<file path="src/rtl/dma_pkg.sv">
package dma_pkg;

    localparam int CTRL_W = 10;
    localparam int RIDX_W = 3;

    localparam logic [RIDX_W-1:0] RI_CTRL     = 3'd0;
    localparam logic [RIDX_W-1:0] RI_SRC_BASE = 3'd1;
    localparam logic [RIDX_W-1:0] RI_DST_BASE = 3'd2;
    localparam logic [RIDX_W-1:0] RI_SRC_CUR  = 3'd3;
    localparam logic [RIDX_W-1:0] RI_DST_CUR  = 3'd4;
    localparam logic [RIDX_W-1:0] RI_COUNT    = 3'd5;

    // first field is the most significant
    typedef struct packed {
        logic [1:0] dst_size;
        logic [1:0] src_size;
        logic [1:0] burst;
        logic       addr_inc;
        logic       m2m;
        logic       per_dst;
        logic       enable;
    } ctrl_t;

    typedef enum logic [2:0] {
        ST_IDLE,
        ST_ARM,
        ST_FILL,
        ST_DRAIN,
        ST_ACK
    } xfer_state_e;

    function automatic logic [3:0] burst_words(input logic [1:0] code);
        case (code)
            2'd1:    return 4'd4;
            2'd2:    return 4'd8;
            default: return 4'd1;
        endcase
    endfunction

    function automatic logic [2:0] size_bytes(input logic [1:0] code);
        case (code)
            2'd0:    return 3'd1;
            2'd1:    return 3'd2;
            default: return 3'd4;
        endcase
    endfunction

    function automatic logic cfg_bad(input ctrl_t c);
        logic bad;
        bad = (c.burst == 2'd3) || (c.src_size == 2'd3) || (c.dst_size == 2'd3);
        if (c.dst_size == 2'd1 && c.burst != 2'd1)
            bad = 1'b1;
        if (c.per_dst && !c.m2m && c.src_size != c.burst)
            bad = 1'b1;
        return bad;
    endfunction

endpackage

</file>
<file path="src/rtl/dma_fifo.sv">
module dma_fifo #(
    parameter int W     = 32,
    parameter int DEPTH = 8
) (
    input  logic         clk,
    input  logic         rst,
    input  logic         flush,
    input  logic         push,
    input  logic [W-1:0] wdata,
    input  logic         pop,
    output logic [W-1:0] rdata
);
    localparam int AW = (DEPTH > 1) ? $clog2(DEPTH) : 1;

    logic [W-1:0]  mem_q [DEPTH];
    logic [AW-1:0] wr_ptr_q;
    logic [AW-1:0] rd_ptr_q;

    assign rdata = mem_q[rd_ptr_q];

    always_ff @(posedge clk) begin
        if (rst || flush) begin
            wr_ptr_q <= '0;
            rd_ptr_q <= '0;
        end else begin
            if (push) wr_ptr_q <= (wr_ptr_q == AW'(DEPTH - 1)) ? '0 : wr_ptr_q + 1'b1;
            if (pop)  rd_ptr_q <= (rd_ptr_q == AW'(DEPTH - 1)) ? '0 : rd_ptr_q + 1'b1;
        end
    end

    for (genvar i = 0; i < DEPTH; i++) begin : g_slot
        always_ff @(posedge clk) begin
            if (rst)
                mem_q[i] <= '0;
            else if (push && !flush && wr_ptr_q == AW'(i))
                mem_q[i] <= wdata;
        end
    end

endmodule

</file>
<file path="src/rtl/dma_regs.sv">
module dma_regs
    import dma_pkg::*;
#(
    parameter int DW = 32,
    parameter int CW = 16
) (
    input  logic              clk,
    input  logic              rst,
    input  logic              wr,
    input  logic [RIDX_W-1:0] addr,
    input  logic [DW-1:0]     wdata,
    output logic [DW-1:0]     rdata,
    input  logic              src_step,
    input  logic              dst_step,
    input  logic              cnt_dec,
    input  logic              eng_stop,
    input  logic              done_set,
    output ctrl_t             ctrl,
    output logic [DW-1:0]     src_cur,
    output logic [DW-1:0]     dst_cur,
    output logic [CW-1:0]     count,
    output logic              start,
    output logic              done
);
    ctrl_t         ctrl_q;
    ctrl_t         ctrl_w;
    logic [DW-1:0] sbase_q, dbase_q, scur_q, dcur_q;
    logic [CW-1:0] cnt_q;
    logic          done_q;
    logic [2:0]    sb, db;

    assign ctrl_w = ctrl_t'(wdata[CTRL_W-1:0]);
    assign start  = wr && (addr == RI_CTRL) && ctrl_w.enable && !ctrl_q.enable;
    assign sb     = size_bytes(ctrl_q.src_size);
    assign db     = size_bytes(ctrl_q.dst_size);

    always_ff @(posedge clk) begin
        if (rst) begin
            ctrl_q  <= '0;
            sbase_q <= '0;
            dbase_q <= '0;
            scur_q  <= '0;
            dcur_q  <= '0;
            cnt_q   <= '0;
            done_q  <= 1'b0;
        end else begin
            if (src_step) scur_q <= scur_q + DW'(sb);
            if (dst_step) dcur_q <= dcur_q + DW'(db);
            if (cnt_dec)  cnt_q  <= cnt_q - 1'b1;
            if (eng_stop) ctrl_q.enable <= 1'b0;
            if (done_set) done_q <= 1'b1;
            if (wr) begin
                case (addr)
                    RI_CTRL: begin
                        ctrl_q <= ctrl_w;
                        if (start) begin
                            done_q <= 1'b0;
                            if (!ctrl_w.addr_inc) begin
                                scur_q <= sbase_q;
                                dcur_q <= dbase_q;
                            end
                        end
                    end
                    RI_SRC_BASE: sbase_q <= wdata;
                    RI_DST_BASE: dbase_q <= wdata;
                    RI_SRC_CUR:  scur_q  <= wdata;
                    RI_DST_CUR:  dcur_q  <= wdata;
                    RI_COUNT:    cnt_q   <= wdata[CW-1:0];
                    default: ;
                endcase
            end
        end
    end

    always_comb begin
        case (addr)
            RI_CTRL:     rdata = DW'(ctrl_q);
            RI_SRC_BASE: rdata = sbase_q;
            RI_DST_BASE: rdata = dbase_q;
            RI_SRC_CUR:  rdata = scur_q;
            RI_DST_CUR:  rdata = dcur_q;
            RI_COUNT:    rdata = DW'(cnt_q);
            default:     rdata = '0;
        endcase
    end

    assign ctrl    = ctrl_q;
    assign src_cur = scur_q;
    assign dst_cur = dcur_q;
    assign count   = cnt_q;
    assign done    = done_q;

endmodule

</file>
<file path="src/rtl/dma_xfer.sv">
module dma_xfer
    import dma_pkg::*;
#(
    parameter int DW         = 32,
    parameter int FIFO_DEPTH = 8
) (
    input  logic          clk,
    input  logic          rst,
    input  logic          en,
    input  logic          m2m,
    input  logic [1:0]    burst,
    input  logic [1:0]    src_size,
    input  logic [1:0]    dst_size,
    input  logic          cfg_err,
    input  logic          cnt_zero,
    input  logic          start,
    input  logic [DW-1:0] src_cur,
    input  logic [DW-1:0] dst_cur,
    input  logic          per_req,
    output logic          per_ack,
    output logic          bus_req,
    output logic          bus_we,
    output logic [DW-1:0] bus_addr,
    output logic [1:0]    bus_size,
    output logic [DW-1:0] bus_wdata,
    input  logic [DW-1:0] bus_rdata,
    input  logic          bus_ack,
    output logic          src_step,
    output logic          dst_step,
    output logic          eng_stop,
    output logic          done_set
);
    localparam int PKW = 2 * DW;
    localparam int PCW = $clog2(PKW / 8) + 1;

    xfer_state_e   state_q, state_d;
    logic          busy_q, we_q;
    logic [DW-1:0] addr_q, wdata_q;
    logic [1:0]    size_q;
    logic [PKW-1:0] pk_q;
    logic [PCW-1:0] pk_cnt_q;
    logic [3:0]    nfill_q, ndrain_q;

    logic [3:0]    blen;
    logic [2:0]    sb, db;
    logic [DW-1:0] smask, dmask, fifo_rdata;
    logic          can_push, do_read, do_push, do_write, rd_done, burst_go;

    assign blen  = burst_words(burst);
    assign sb    = size_bytes(src_size);
    assign db    = size_bytes(dst_size);
    assign smask = {DW{1'b1}} >> (DW - 8 * int'(sb));
    assign dmask = {DW{1'b1}} >> (DW - 8 * int'(db));

    assign can_push = pk_cnt_q >= PCW'(db);
    assign do_read  = (state_q == ST_FILL) && !busy_q && en && !cfg_err
                      && (nfill_q != blen) && !can_push;
    assign do_push  = (state_q == ST_FILL) && !busy_q && en && !cfg_err
                      && (nfill_q != blen) && can_push;
    assign do_write = (state_q == ST_DRAIN) && !busy_q && en && !cfg_err
                      && !cnt_zero && (ndrain_q != blen);
    assign rd_done  = busy_q && bus_ack && !we_q;

    assign src_step = rd_done;
    assign dst_step = busy_q && bus_ack && we_q;

    dma_fifo #(.W(DW), .DEPTH(FIFO_DEPTH)) u_fifo (
        .clk   (clk),
        .rst   (rst),
        .flush (start),
        .push  (do_push),
        .wdata (pk_q[DW-1:0] & dmask),
        .pop   (do_write),
        .rdata (fifo_rdata)
    );

    always_comb begin
        state_d  = state_q;
        done_set = 1'b0;
        eng_stop = 1'b0;
        burst_go = 1'b0;
        case (state_q)
            ST_IDLE: if (en) state_d = ST_ARM;
            ST_ARM: begin
                if (!en) begin
                    state_d = ST_IDLE;
                end else if (cnt_zero) begin
                    done_set = 1'b1;
                    eng_stop = 1'b1;
                    state_d  = ST_IDLE;
                end else if (!cfg_err && (m2m || per_req)) begin
                    burst_go = 1'b1;
                    state_d  = ST_FILL;
                end
            end
            ST_FILL: begin
                if (!busy_q) begin
                    if (!en || cfg_err)       state_d = ST_IDLE;
                    else if (nfill_q == blen) state_d = ST_DRAIN;
                end
            end
            ST_DRAIN: begin
                if (!busy_q) begin
                    if (!en || cfg_err) begin
                        state_d = ST_IDLE;
                    end else if (ndrain_q == blen) begin
                        state_d = m2m ? ST_ARM : ST_ACK;
                    end else if (cnt_zero) begin
                        done_set = 1'b1;
                        eng_stop = 1'b1;
                        state_d  = ST_IDLE;
                    end
                end
            end
            ST_ACK:  state_d = ST_ARM;
            default: state_d = ST_IDLE;
        endcase
    end

    always_ff @(posedge clk) begin
        if (rst) begin
            state_q  <= ST_IDLE;
            busy_q   <= 1'b0;
            we_q     <= 1'b0;
            addr_q   <= '0;
            size_q   <= '0;
            wdata_q  <= '0;
            pk_q     <= '0;
            pk_cnt_q <= '0;
            nfill_q  <= '0;
            ndrain_q <= '0;
        end else begin
            state_q <= state_d;
            if (busy_q && bus_ack) busy_q <= 1'b0;
            if (burst_go) begin
                nfill_q  <= '0;
                ndrain_q <= '0;
            end
            if (rd_done) begin
                pk_q     <= pk_q | (PKW'(bus_rdata & smask) << (8 * int'(pk_cnt_q)));
                pk_cnt_q <= pk_cnt_q + PCW'(sb);
            end
            if (do_push) begin
                pk_q     <= pk_q >> (8 * int'(db));
                pk_cnt_q <= pk_cnt_q - PCW'(db);
                nfill_q  <= nfill_q + 1'b1;
            end
            if (do_read) begin
                busy_q <= 1'b1;
                we_q   <= 1'b0;
                addr_q <= src_cur;
                size_q <= src_size;
            end
            if (do_write) begin
                busy_q   <= 1'b1;
                we_q     <= 1'b1;
                addr_q   <= dst_cur;
                size_q   <= dst_size;
                wdata_q  <= fifo_rdata;
                ndrain_q <= ndrain_q + 1'b1;
            end
            if (start) begin
                pk_q     <= '0;
                pk_cnt_q <= '0;
            end
        end
    end

    assign per_ack   = (state_q == ST_ACK);
    assign bus_req   = busy_q;
    assign bus_we    = we_q;
    assign bus_addr  = addr_q;
    assign bus_size  = size_q;
    assign bus_wdata = wdata_q;

endmodule

</file>
<file path="src/rtl/dma_stream.sv">
module dma_stream
    import dma_pkg::*;
#(
    parameter int DW = 32,
    parameter int CW = 16
) (
    input  logic              clk,
    input  logic              rst,
    input  logic              reg_wr,
    input  logic [RIDX_W-1:0] reg_addr,
    input  logic [DW-1:0]     reg_wdata,
    output logic [DW-1:0]     reg_rdata,
    input  logic              per_req,
    output logic              per_ack,
    output logic              bus_req,
    output logic              bus_we,
    output logic [DW-1:0]     bus_addr,
    output logic [1:0]        bus_size,
    output logic [DW-1:0]     bus_wdata,
    input  logic [DW-1:0]     bus_rdata,
    input  logic              bus_ack,
    output logic              done,
    output logic              cfg_err
);
    localparam int FIFO_DEPTH = 8;

    ctrl_t         ctrl;
    logic [DW-1:0] src_cur, dst_cur;
    logic [CW-1:0] count;
    logic          start, src_step, dst_step, eng_stop, done_set;

    assign cfg_err = cfg_bad(ctrl);

    dma_regs #(.DW(DW), .CW(CW)) u_regs (
        .clk      (clk),
        .rst      (rst),
        .wr       (reg_wr),
        .addr     (reg_addr),
        .wdata    (reg_wdata),
        .rdata    (reg_rdata),
        .src_step (src_step),
        .dst_step (dst_step),
        .cnt_dec  (dst_step),
        .eng_stop (eng_stop),
        .done_set (done_set),
        .ctrl     (ctrl),
        .src_cur  (src_cur),
        .dst_cur  (dst_cur),
        .count    (count),
        .start    (start),
        .done     (done)
    );

    dma_xfer #(.DW(DW), .FIFO_DEPTH(FIFO_DEPTH)) u_xfer (
        .clk       (clk),
        .rst       (rst),
        .en        (ctrl.enable),
        .m2m       (ctrl.m2m),
        .burst     (ctrl.burst),
        .src_size  (ctrl.src_size),
        .dst_size  (ctrl.dst_size),
        .cfg_err   (cfg_err),
        .cnt_zero  (count == '0),
        .start     (start),
        .src_cur   (src_cur),
        .dst_cur   (dst_cur),
        .per_req   (per_req),
        .per_ack   (per_ack),
        .bus_req   (bus_req),
        .bus_we    (bus_we),
        .bus_addr  (bus_addr),
        .bus_size  (bus_size),
        .bus_wdata (bus_wdata),
        .bus_rdata (bus_rdata),
        .bus_ack   (bus_ack),
        .src_step  (src_step),
        .dst_step  (dst_step),
        .eng_stop  (eng_stop),
        .done_set  (done_set)
    );

endmodule

</file>
<file path="config.mk">
export PLATFORM = sky130hd
export DESIGN_NAME = dma_stream
export DESIGN_NICKNAME = d
export VERILOG_FILES = /design/src/rtl/dma_pkg.sv /design/src/rtl/dma_fifo.sv /design/src/rtl/dma_regs.sv /design/src/rtl/dma_xfer.sv /design/src/rtl/dma_stream.sv
export SDC_FILE = /design/constraint.sdc
export NUM_CORES = 1
export LEC_CHECK = 0
export ABC_AREA = 1
export BUFFER_PORTS_ARGS = -buffer_cell sky130_fd_sc_hd__clkbuf_2
export CAP_MARGIN = 10
export CORE_MARGIN = 2
export CORE_UTILIZATION = 37
export CTS_CLUSTER_DIAMETER = 100
export DETAILED_ROUTE_END_ITERATION = 8
export HOLD_SLACK_MARGIN = 0.02
export PLACE_DENSITY = 0.6
export SETUP_SLACK_MARGIN = 0.15
export SYNTH_ARGS = -nofsm -noshare
export SYNTH_HDL_FRONTEND = slang
export SYNTH_SLANG_ARGS = --single-unit
</file>
<file path="constraint.sdc">
create_clock -name clk -period 8 [get_ports clk]
set_input_delay 0.8 -clock clk [delete_from_list [all_inputs] [get_ports clk]]
set_output_delay 0.8 -clock clk [all_outputs]
set_load 0.01 [all_outputs]
</file>
; ---- After elaboration in Yosys (flattened, before gate mapping)
; Memory sizes are Yosys's and may differ from the RTL's. A register that Yosys moved wholly into a read port is not among the register bits.
; Index checks and enable logic that the tools add are counted.
[op_classes]
n_addsub = 11
n_lt_le_gt_ge = 1
n_eq_ne = 36
shift = 4
n_mux = 101
bitwise = 11
n_reduce_logical = 59
[op_table]
columns = operator, n
row1 = two-way mux 32 bit, 18
row2 = case mux 32 bit (6 select lines), 1
row3 = two-way mux 64 bit, 2
row4 = case mux 32 bit (2 select lines), 2
row5 = adder 32 x 3 -> 32 bit, 2
row6 = bitwise AND 32 bit, 2
row7 = bitwise OR 64 bit, 1
row8 = << shifter 64 x 7 -> 64 bit, 1
row9 = >> shifter 32 x 32 -> 32 bit (first input constant), 2
row10 = >> shifter 64 x 6 -> 64 bit, 1
row11 = two-way mux 1 bit, 49
row12 = two-way mux 16 bit, 3
row13 = two-way mux 3 bit, 14
row14 = logical AND 1 bit, 30
row15 = equality test 3 bit (second input constant), 8
row16 = two-way mux 4 bit, 5
row17 = equality test 3 x 2 -> 1 bit (second input constant), 6
row18 = logical NOT 16 bit, 1
row19 = subtractor 16 x 1 -> 16 bit (second input constant), 1
row20 = case mux 3 bit (5 select lines), 1
row21 = subtractor 6 x 6 -> 7 bit (first input constant), 2
row22 = case mux 3 bit (2 select lines), 2
row23 = equality test 3 x 1 -> 1 bit (second input constant), 3
row24 = logical NOT 3 bit, 3
row25 = 27 further kinds, 63
[word_totals]
regBits = 276
mem_bits_rw = 256
in_bits = 72
output_inout_bits = 103
elab_cells = 248
mem_count = 1
[mem_list]
columns = name, words, width, read_ports, rd_ports_with_merged_regs, write_ports, line_no
row1 = u_xfer.u_fifo.mem_q, 8, 32, 1, 1, 8, dma_fifo.sv:15  ; logic [W-1:0] mem_q [DEPTH];

; ---- Longest topological paths before layout
[logic_depth]
ltp_word = 15
ltp_mapped = 22

; ---- Modules after synthesis
; From an unflattened synthesis, not the netlist that was laid out.
[unflattened]
hier_cells = 4362
area_unflattened_um2 = 30998.5
[by_module_without_submodules]
columns = mod, instances, cells_per_inst, area_each_um2, seq_area_each_um2
row1 = dma_fifo, 1, 1488, 12811.0, 7867.5
row2 = dma_xfer, 1, 1458, 9012.4, 2942.8
row3 = dma_regs, 1, 1372, 8993.6, 3103.0
row4 = dma_stream, 1, 44, 181.4, 0.0

; ---- Least setup slack after synthesis
; No wires, ideal clock.
[synth_path]
path_type = register to register
start = register u_regs.ctrl_q, in the netlist u_regs.ctrl[9]
end = memory u_xfer.u_fifo.mem_q[1][0] (enable)
arrival_ns = 5.751
required_ns = 7.530
slack_ns = 1.779
stages_incl_launch_ff = 18
n_path_buf = 6
period_less_slack_ns = 6.221
cell_sequence = dfxtp_1 nor2_1 clkinv_1 clkbuf_1 buf_1 ha_1 buf_2 inv_2 clkbuf_1 clkbuf_1 clkbuf_1 ha_1 inv_1 o21ai_1 a31oi_1 inv_2 nand3_1 o31ai_1
[synth_lines]
columns = element, line_no
row1 = from (decl), dma_regs.sv:25  ; ctrl_t ctrl_q;
row2 = from (signal assigned), dma_regs.sv:55  ; ctrl_q <= ctrl_w;
row3 = to (decl), dma_fifo.sv:15

==> impl_metrics.json <==
{
  "die_h_um": 288,
  "maxCapViolations": 0,
  "finalSetupViolCount": 0,
  "fmax_ghz": 0.201,
  "synthCells": 3997,
  "final-max-slew-violation-count": 0,
  "final.fill_count": 8140,
  "hold_viol": 0,
  "fp.dieW_um": 288,
  "skew_ns": 0.0453,
  "gp_congestion": 0.914,
  "cts_resized": 0,
  "setup_tns_ns": 0,
  "yosys.area.top_type": "edfxtp_1",
  "final_cells": 5140,
  "synth_most_common_cell": "nand2_1",
  "crit_required_ns": 8.09,
  "r2r_cells": 15,
  "syn_nets": 4099,
  "core_um2": 79300,
  "whs_path_depth": 3,
  "cts_buffers": 68,
  "worstPathMaxFanout": 56,
  "hpwl_mm": 69.3,
  "final-seq-area_um2": 13900,
  "yosys-top-cells-area": "edfxtp_1, dfxtp_1, nand2_1",
  "ir_worst_vdd_mv": 0.126,
  "power_density_nw_per_um2": 199,
  "synth-edff-count": 256,
  "cp-end-kind": "flip-flop",
  "worstMarginPinSlew_ns": 1.14,
  "status": "finished clean",
  "portBuffers": 174,
  "cts_buffer_depth": 3,
  "crit_type": "reg2reg",
  "slew_headroom_pct": 24.0,
  "power_uw": 6700,
  "drc": 0,
  "ios": 175,
  "r2r_start": "u_regs.ctrl[9]",
  "timing.final.crit_share_pct": 62.1,
  "insertion_delay_ns": 0.63,
  "ys_ff_latch": 564,
  "initial_core_util_pct": 37.5,
  "dieArea_um2": 82700,
  "antenna_found_initial": 1,
  "ys_types": 50,
  "min_to": "u_regs.src_cur[14]",
  "ys_seq_area_share_pct": 46.6,
  "multi_input_area_um2": 13600,
  "yosys-top-cells-count": "nand2_1, nor2_1, o21ai_0, inv_1, nand3_1",
  "finalNetCount": 4139,
  "avgSynthCellArea_um2": 7.44,
  "drt_first_pass_iters": 6,
  "synth_top_area_share_pct": 25.8,
  "hp-class": "in2reg",
  "wl_mm": 105,
  "synth-main-ff-cell": "dfxtp_1",
  "ant_nets": 0,
  "numClockSinks": 564,
  "grt_pass1_wl_mm": 160,
  "drtIter0Drc": 3413,
  "async_flop_share_pct": 0,
  "drive_gt1_share_pct": 9.58,
  "worstReg2RegEnd": "u_xfer.u_fifo.mem_q[3][20]",
  "power.leakage_uw": 0.0131,
  "grt_max_degree": 94,
  "rows": 103,
  "wl_per_cell_um": 20.4,
  "clk_pin_slew_ns": 0.06,
  "place_inst": 5017,
  "postCtsSetupBuffers": 0,
  "clockRootBuffer": "clkbuf_16",
  "start_kind": "flip-flop",
  "min_from": "reg_wdata[14]",
  "cts-htree-levels": 3,
  "cts_hold_buf": 0,
  "overflow": 0,
  "diodes": 0,
  "vias_per_cell": 5.56,
  "grt_pass1_vias": 26128,
  "ys_warn_count": 0,
  "syn_area_um2": 29700,
  "r2r_slack_ns": 3.03,
  "grt_usage_pct": 24.8,
  "grt_setup_unrepaired": "false",
  "cts_tree": "built",
  "num_vias": 28589,
  "period_needed_ns": 4.97,
  "arrival_ns": 5.06,
  "area_delta_synth_final_pct": 13.1,
  "setup.worst_path.start": "u_regs.ctrl[9]"
}
flip-flops by register name (all words and copies together) (netlist names), 16 cells and up:
| signal | cells |
|---|---|
| u_regs.dst_cur | 32 |
| u_xfer.u_fifo.mem_q | 256 |
| u_regs.dbase_q | 32 |
| u_xfer.bus_addr | 32 |
| u_xfer.bus_wdata | 32 |
| u_regs.src_cur | 32 |
| u_regs.count | 16 |
| u_xfer.pk_q | 64 |
| u_regs.sbase_q | 32 |
power by group:
group | internal [uW] | switching [uW]
Sequential | 3080 | 36.2
Combinational | 95.8 | 277
Clock | 1890 | 1320
how the worst max path moves through the flow:
stage / endpoint / cells past startpoint
global placement: u_xfer.u_fifo.mem_q[2][2] / 14
detailed placement: u_xfer.u_fifo.mem_q[2][30] / 14
global route: u_xfer.u_fifo.mem_q[3][20] / 15
CTS: u_xfer.u_fifo.mem_q[2][25] / 14
finish: u_xfer.u_fifo.mem_q[3][20] / 15
floorplan: u_xfer.u_fifo.mem_q[1][0] / 17
layer usage:
layer / part of all wire [%] / track usage, %
met1: 44 / 35.8
met2: 44 / 37.6
met3: 8.7 / 3.92
met4: 3.0 / 8.11
met5: 0.0067 / 0
worst max-delay path, cell delays in order (launching register included):
cell	delay (ns)
dfxtp_1	0.31
inv_2	0.48
nand2_2	0.07
buf_4	0.32
ha_1	0.29
inv_2	0.05
buf_4	0.45
ha_1	0.39
inv_1	0.07
o21ai_1	0.05
a31oi_1	0.38
inv_2	0.08
nand3_1	0.51
inv_1	0.23
nand2_1	0.13
nand2_2	0.59
layout by cell type, fill, tap and decap left out, types with 26 or more instances in the layout:
cell type,n
buf_4,51
clkbuf_16,69
a221oi_1,28
nand4_1,35
nor2_1,507
dfxtp_1,306
nand2_1,892
ha_1,29
a21oi_1,288
o221ai_1,30
inv_1,319
xor2_1,26
o22ai_1,50
o21ai_0,413
nor3_1,31
a31oi_1,72
edfxtp_1,256
nand3_1,323
clkbuf_2,173
layout make-up:
class,count,share of cell area [%]
clock inverter,30,1.15
tap,1050,3.91
sequential,564,41.2
inverter,340,3.80
multi-input combinational,2839,40.4
timing repair buffer,224,3.71
clock buffer,93,5.79
per-stage QoR:
stage	worst slack [ns]	hold slack [ns]	instance area, um2	utilization, %
floorplan	1.78	0.439	29700	-
global placement	3.10	0.449	31300	39.5
detailed placement	2.99	0.453	31300	39.5
CTS	3.00	0.431	33600	42.4
global route	2.70	0.477	33600	42.4
finish	3.03	0.444	33600	42.4
cell families (layout without fill, tap and decap cells):
family,after synthesis,after routing,synth area share (%)
AO/OA/AOI/OAI,939,939,17.5
XOR/XNOR,30,30,0.883
adder cells (fa/ha/maj),30,30,1.29
buffers and inverters,594,687,8.06
flip-flops,564,564,46.6
AND/OR/NAND/NOR,1840,1840,25.7
Power figures use the tool's default switching activity.
